<file path="src/rtl/sec_gate_pkg.sv">
package sec_gate_pkg;

  localparam int BYTE_W = 8;

  localparam logic [BYTE_W-1:0] LVL_OPEN   = 8'hFF;
  localparam logic [BYTE_W-1:0] LVL_WRLOCK = 8'hFE;
  localparam logic [BYTE_W-1:0] LVL_LOCKED = 8'hFC;

  localparam logic [BYTE_W-1:0] ST_OK      = 8'h00;
  localparam logic [BYTE_W-1:0] ST_WRITE   = 8'h03;
  localparam logic [BYTE_W-1:0] ST_ADDR    = 8'h08;
  localparam logic [BYTE_W-1:0] ST_VENDOR  = 8'h0B;
  localparam logic [BYTE_W-1:0] ST_UNKNOWN = 8'h0E;

  typedef enum logic [2:0] {
    OPC_MEM     = 3'd0,
    OPC_FUSE    = 3'd1,
    OPC_BOOTCFG = 3'd2,
    OPC_SECBYTE = 3'd3,
    OPC_INFO    = 3'd4,
    OPC_BLKERS  = 3'd5,
    OPC_BLANK   = 3'd6,
    OPC_RSVD    = 3'd7
  } op_class_e;

  // Rank of a level: 0 open, 1 write-locked, 2 fully locked, 3 illegal.
  function automatic logic [1:0] lvl_rank(input logic [BYTE_W-1:0] v);
    case (v)
      LVL_OPEN:   lvl_rank = 2'd0;
      LVL_WRLOCK: lvl_rank = 2'd1;
      LVL_LOCKED: lvl_rank = 2'd2;
      default:    lvl_rank = 2'd3;
    endcase
  endfunction

endpackage

</file>
<file path="src/rtl/sec_gate_policy.sv">
module sec_gate_policy
  import sec_gate_pkg::*;
#(
  parameter int DW = BYTE_W
) (
  input  logic          valid,
  input  op_class_e     cls,
  input  logic          wr,
  input  logic [1:0]    sel,
  input  logic [DW-1:0] wdata,
  input  logic [DW-1:0] level,
  output logic          allow,
  output logic [DW-1:0] status
);

  logic [1:0] cur_rank;
  logic [1:0] new_rank;

  assign cur_rank = lvl_rank(level);
  assign new_rank = lvl_rank(wdata);

  always_comb begin
    allow  = 1'b0;
    status = ST_OK;
    if (valid) begin
      allow = 1'b1;
      case (cls)
        OPC_MEM, OPC_FUSE: begin
          if (wr && cur_rank != 2'd0) begin
            allow  = 1'b0;
            status = ST_WRITE;
          end else if (!wr && cur_rank >= 2'd2) begin
            allow  = 1'b0;
            status = ST_VENDOR;
          end
        end
        OPC_BOOTCFG: begin
          if (sel == 2'd3) begin
            allow  = 1'b0;
            status = ST_ADDR;
          end
        end
        OPC_SECBYTE: begin
          if (wr && (new_rank == 2'd3 || new_rank <= cur_rank)) begin
            allow  = 1'b0;
            status = ST_WRITE;
          end
        end
        OPC_INFO: begin
          if (wr) begin
            allow  = 1'b0;
            status = ST_WRITE;
          end
        end
        OPC_BLKERS: begin
          if (cur_rank != 2'd0) begin
            allow  = 1'b0;
            status = ST_WRITE;
          end
        end
        OPC_BLANK: ;
        default: begin
          allow  = 1'b0;
          status = ST_UNKNOWN;
        end
      endcase
    end
  end

endmodule

</file>
<file path="src/rtl/sec_gate_store.sv">
module sec_gate_store
  import sec_gate_pkg::*;
#(
  parameter int              DW       = BYTE_W,
  parameter logic [DW-1:0]   BSB_INIT = 8'hFF,
  parameter logic [DW-1:0]   SBV_INIT = 8'hFC,
  parameter logic [DW-1:0]   EB_INIT  = 8'hFF
) (
  input  logic          clk,
  input  logic          rst,
  input  logic          erase,
  input  logic          sec_we,
  input  logic          cfg_we,
  input  logic [1:0]    cfg_sel,
  input  logic [DW-1:0] wdata,
  output logic [DW-1:0] sec_q,
  output logic [DW-1:0] bsb_q,
  output logic [DW-1:0] sbv_q,
  output logic [DW-1:0] eb_q
);

  localparam logic [DW-1:0] ERASED = {DW{1'b1}};

  always_ff @(posedge clk) begin
    if (rst) begin
      sec_q <= LVL_OPEN;
      bsb_q <= BSB_INIT;
      sbv_q <= SBV_INIT;
      eb_q  <= EB_INIT;
    end else begin
      if (erase) begin
        sec_q <= LVL_OPEN;
        bsb_q <= ERASED;
        sbv_q <= ERASED;
      end else begin
        if (sec_we)                     sec_q <= wdata;
        if (cfg_we && cfg_sel == 2'd0)  bsb_q <= wdata;
        if (cfg_we && cfg_sel == 2'd1)  sbv_q <= wdata;
      end
      if (cfg_we && cfg_sel == 2'd2)    eb_q  <= wdata;
    end
  end

  // level only rises between erases
  p_level_rises_r2: assert property (@(posedge clk) disable iff (rst)
    (!$past(rst) && !$past(erase)) |-> lvl_rank(sec_q) >= lvl_rank($past(sec_q)));

  // level always holds a legal encoding
  p_level_legal_r2: assert property (@(posedge clk) disable iff (rst)
    lvl_rank(sec_q) != 2'd3);

  // erase clears level, boot status and boot vector
  p_erase_clears_r8: assert property (@(posedge clk) disable iff (rst)
    erase |=> (sec_q == LVL_OPEN && bsb_q == ERASED && sbv_q == ERASED));

  // spare byte untouched by erase alone
  p_spare_kept_r8: assert property (@(posedge clk) disable iff (rst)
    (erase && !cfg_we) |=> $stable(eb_q));

endmodule

</file>
<file path="src/rtl/sec_gate.sv">
module sec_gate
  import sec_gate_pkg::*;
#(
  parameter int DW = BYTE_W
) (
  input  logic          clk,
  input  logic          rst,
  input  logic          req_valid,
  input  logic [2:0]    req_class,
  input  logic          req_write,
  input  logic [1:0]    req_sel,
  input  logic [DW-1:0] req_wdata,
  input  logic          erase_all,
  output logic          allow,
  output logic [DW-1:0] status,
  output logic [DW-1:0] rdata
);

  op_class_e     cls;
  logic [DW-1:0] sec_q, bsb_q, sbv_q, eb_q;
  logic          sec_we, cfg_we;

  assign cls = op_class_e'(req_class);

  sec_gate_policy #(.DW(DW)) u_policy (
    .valid (req_valid),
    .cls   (cls),
    .wr    (req_write),
    .sel   (req_sel),
    .wdata (req_wdata),
    .level (sec_q),
    .allow (allow),
    .status(status)
  );

  assign sec_we = allow && req_write && cls == OPC_SECBYTE;
  assign cfg_we = allow && req_write && cls == OPC_BOOTCFG;

  sec_gate_store #(.DW(DW)) u_store (
    .clk    (clk),
    .rst    (rst),
    .erase  (erase_all),
    .sec_we (sec_we),
    .cfg_we (cfg_we),
    .cfg_sel(req_sel),
    .wdata  (req_wdata),
    .sec_q  (sec_q),
    .bsb_q  (bsb_q),
    .sbv_q  (sbv_q),
    .eb_q   (eb_q)
  );

  always_comb begin
    rdata = '0;
    if (allow && !req_write) begin
      if (cls == OPC_SECBYTE) rdata = sec_q;
      else if (cls == OPC_BOOTCFG) begin
        case (req_sel)
          2'd0:    rdata = bsb_q;
          2'd1:    rdata = sbv_q;
          default: rdata = eb_q;
        endcase
      end
    end
  end

  // fully locked level never lets an array or fuse access through
  p_locked_blocks_r4: assert property (@(posedge clk) disable iff (rst)
    (req_valid && sec_q == LVL_LOCKED && (cls == OPC_MEM || cls == OPC_FUSE)) |-> !allow);

  // block erase only at the open level
  p_blkerase_open_r5: assert property (@(posedge clk) disable iff (rst)
    (req_valid && cls == OPC_BLKERS && allow) |-> sec_q == LVL_OPEN);

  // refusals carry a non-zero code, grants carry 00h
  p_status_code_r11: assert property (@(posedge clk) disable iff (rst)
    req_valid |-> (allow == (status == ST_OK)));

  // refused protection write leaves level unchanged
  p_refused_keeps_r11: assert property (@(posedge clk) disable iff (rst)
    (req_valid && req_write && cls == OPC_SECBYTE && !allow && !erase_all) |=> $stable(sec_q));

endmodule

</file>
<file path="config.mk">
export PLATFORM = sky130hd
export DESIGN_NAME = sec_gate
export DESIGN_NICKNAME = d
export VERILOG_FILES = /design/src/rtl/sec_gate_pkg.sv /design/src/rtl/sec_gate_policy.sv /design/src/rtl/sec_gate_store.sv /design/src/rtl/sec_gate.sv
export SDC_FILE = /design/constraint.sdc
export NUM_CORES = 1
export LEC_CHECK = 0
export CAP_MARGIN = 20
export CORE_ASPECT_RATIO = 1.75
export CORE_MARGIN = 1.5
export CORE_UTILIZATION = 30
export DETAILED_ROUTE_END_ITERATION = 16
export PLACE_DENSITY_LB_ADDON = 0.25
export SYNTH_ARGS = -nofsm -noshare
export SYNTH_HDL_FRONTEND = slang
export SYNTH_SLANG_ARGS = --single-unit
</file>
<file path="constraint.sdc">
create_clock -name clk -period 2.6 [get_ports clk]
set_clock_uncertainty 0.1 [all_clocks]
set_input_delay 0.39 -clock clk [delete_from_list [all_inputs] [get_ports clk]]
set_output_delay 0.39 -clock clk [all_outputs]
set_load 0.03 [all_outputs]
</file>
==> run_results.csv <==
group,metric,value,unit
synth,synth_area_per_cell,8.91,sq um
sta,rsz0062_at_grt,"yes",
power_and_ir_drop,power_density,419,mW/mm^2
synth,yosysMostFrequentCell,"mux2i_1",
detailed_routing,wire_per_inst,13.8,um
synth,async_reset_ff_share,0,%
detailed_routing,drc_errors,0,
synth,ys_seq_area_share,34.1,%
sta,period_minus_slack,2.72,ns
sta,final.setup.tns,-0.339,ns
setup_path,crit_chain,"and4_4 -> nand4_1 -> inv_2 -> ha_4 -> a2111oi_4 -> o31ai_2 -> o21a_2 -> buf_6",
die,num_io_pins,35,
placement,io_buffers,30,
clocking,cts_max_path_buffers,2,
clocking,clk_pin_slew_worst_paths,0.07,ns
detailed_routing,viasPerCell,4.80,
synth,synth_edf_count,0,
setup_path,reg2reg_depth,11,
placement,place_area,0.00240,sq mm
die,die_x,62.8,um
setup_path,slowest_stage,"a2111oi_4",
sta,fin_ws,-0.122,ns
clocking,clkSinkCount,32,
cells_and_area,nets,291,
status,violations,"setup timing",
clocking,htree_levels,2,
synth,synthDistinctLibCells,40,
sta,slew_violations,0,
sta,fmax,367,MHz
detailed_routing,antenna_left,0,
sta,setup_violations,3,
setup_path,startpoint,"u_store.sec_q[3]",
setup_path,critical_path_class,"register to output pin",
setup_path,worstPathArrival,2.23,ns
synth,ys.flop_type,"dfxtp_1",
sta,fin_crit_sh,105,%
die,num_rows,38,
sta,holdWs,0.315,ns
global_route,grt_start_max_net_pins,21,
sta,hold_viol_final,0,
clocking,cts_buffers,5,
die,chipHeight,108,um
cells_and_area,finalInstanceArea,0.00256,sq mm
worst_hold_path,hold_depth,3,
placement,place_inst,339,
power_and_ir_drop,irDropWorstVdd,0.154,mV
setup_path,cpPeakStageDelay,0.43,ns
die,start_util,30.6,%
setup_path,reg2reg_to,"u_store.sec_q[0]",
synth,ys.warnings.count,0,
detailed_routing,drt-total-wl,4840,um
detailed_routing,first_pass_iters,4,
worst_hold_path,min_to,"u_store.eb_q[5]",
clocking,cts_tree,"built",
worst_hold_path,hold_start,"req_wdata[5]",
worst_hold_path,hold_path.class,"input pin to register",
power_and_ir_drop,p_leak,1.13,nW
global_route,grt_pass1_wl,7980,um
die,core,0.00613,sq mm
cells_and_area,n_antenna_cell,0,
status,status,"finished with violations",
setup_path,critPathCaptureType,"output pin",
clocking,root_buffer,"clkbuf_8",
clocking,insertion_delay,0.28,ns
global_route,grt_usage,15.3,%
global_route,grt_pass1_vias,1700,
detailed_routing,drtIter0Drc,48,
job,maxCapViolCount,0,
detailed_routing,vias,1689,
setup_path,worstReg2RegStart,"u_store.sec_q[3]",
placement,gp_congestion,0.776,
placement,hpwl,3710,um
cells_and_area,fillers,616,
synth,syn_inst,211,
setup_path,path_max_fanout,3,
synth,synth.top_cell.area_share,34.1,%
placement,dpl_worst_slack,-0.693,ns
synth,synth_area_leader_cell,"dfxtp_1",
setup_path,worstPathRequired,2.11,ns
cells_and_area,area_growth,36.1,%
synth,ys_ff_latch,32,
synth,netlist_top_cells_count,"34 x mux2i_1, 32 x dfxtp_1, 30 x nand2_1",
cells_and_area,drive_gt1_share,32.0,%
setup_path,cp-start-kind,"register",
setup_path,crit_family,"compound AO/OA/AOI/OAI gates",
die,die_area,0.00677,sq mm
cells_and_area,fin_cells,352,
synth,syn_area,0.00188,sq mm
setup_path,crit_buf_inv,2,
setup_path,r2r_slack,0.10,ns
synth,synth_area_leaders,"dfxtp_1 34%, mux2i_1 18%, nand2_1 6.0%",
global_route,grt_overflow,0,
global_route,antenna_found_initial,0,
logic make-up (layout without fill, tap and decap cells):
group	Yosys count	in the layout	share of synthesized area [%]
AOI/OAI and AO/OA	36	36	14.0
xor gates and xnor gates	1	1	0.466
adders and majority gates	2	2	1.33
buffers and inverters	20	78	6.66
DFF	32	32	34.1
muxes	34	34	18.1
other	1	4	0.200
and+or+nand+nor	85	85	25.1
cell type report:
cell class / instances / area (sq um) / area share, %
Multi-Input combinational cell: 162 / 1170 / 45.6
Clock buffer: 8 / 90.1 / 3.52
Timing Repair Buffer: 65 / 537 / 21.0
Sequential cell: 32 / 646 / 25.2
Tap cell: 80 / 100 / 3.91
Inverter: 5 / 18.8 / 0.734
per-layer routing:
| metal | wire, um | up-vias | global-route usage, % |
|---|---|---|---|
| li1 | - | 849 | - |
| met1 | 1840 | 783 | 14.5 |
| met2 | 2680 | 43 | 30.6 |
| met3 | 114 | 14 | 1.36 |
| met4 | 215 | 0 | 9.84 |
| met5 | 0 | - | 0 |
worst max path at each step:
| stage | end | slack [ns] | cells past startpoint |
|---|---|---|---|
| after global routing | status[1] | -0.23 | 8 |
| after floorplan | allow | -0.01 | 7 |
| final | status[0] | -0.12 | 8 |
| after global placement | status[1] | -0.64 | 9 |
| after CTS | allow | -0.11 | 7 |
| after detailed placement | status[0] | -0.69 | 9 |
flip-flops by register name, indices dropped and copies added, names as in the netlist:
| signal | flops |
|---|---|
| u_store.bsb_q | 8 |
| u_store.sec_q | 8 |
| u_store.sbv_q | 8 |
| u_store.eb_q | 8 |
through the flow:
stage / total power, mW / util, %
floorplan: 0.609 / -
global placement: 0.694 / 39.1
detailed placement: 0.694 / 39.1
CTS: 1.09 / 41.4
global route: 1.12 / 41.7
finish: 1.07 / 41.7
cells in the final DEF, fill, tap and decap left out, types with 2 or more instances in the layout:
cell type,netlist,final
nor3_1,8,7
nand4_1,3,3
nand2b_1,2,2
nand3b_1,6,6
dfxtp_1,32,28
clkdlybuf4s50_1,0,9
a211o_1,7,7
dfxtp_2,0,4
nand3_1,3,3
mux2i_1,34,34
nand2_1,30,27
o21ai_0,11,11
nor2_1,14,14
conb_1,1,4
clkbuf_1,4,2
buf_2,3,3
nor2b_1,11,10
dlygate4sd2_1,0,2
a21oi_1,8,7
inv_1,5,4
o21a_2,0,2
buf_6,2,5
clkbuf_8,1,6
buf_4,4,45
nand2_2,0,3
power breakdown:
group / switching, mW / leakage (nW) / internal [mW]
combinational: 0.103 / 0.831 / 0.0865
clock: 0.171 / 0.0455 / 0.216
sequential: 0.00178 / 0.258 / 0.494
total: 0.276 / 1.13 / 0.796
worst reg2reg max path, stage by stage (launching register included):
cell       delay [ns]
dfxtp_2          0.34
and4_4           0.24
nand4_1          0.15
inv_2            0.11
ha_4             0.21
a2111oi_4        0.43
buf_4            0.18
buf_4            0.09
buf_4            0.09
buf_4            0.10
o211a_1          0.21
mux2i_1          0.19
timing repair:
action                     4_1_cts  5_1_grt
cloned                           0        0
gates resized for setup         43        2
hold buffers                     0        0
buffers inserted                 4        1
setup endpoints to repair       11        3
pin swaps                       13        3
Power figures use the tool's default switching activity.
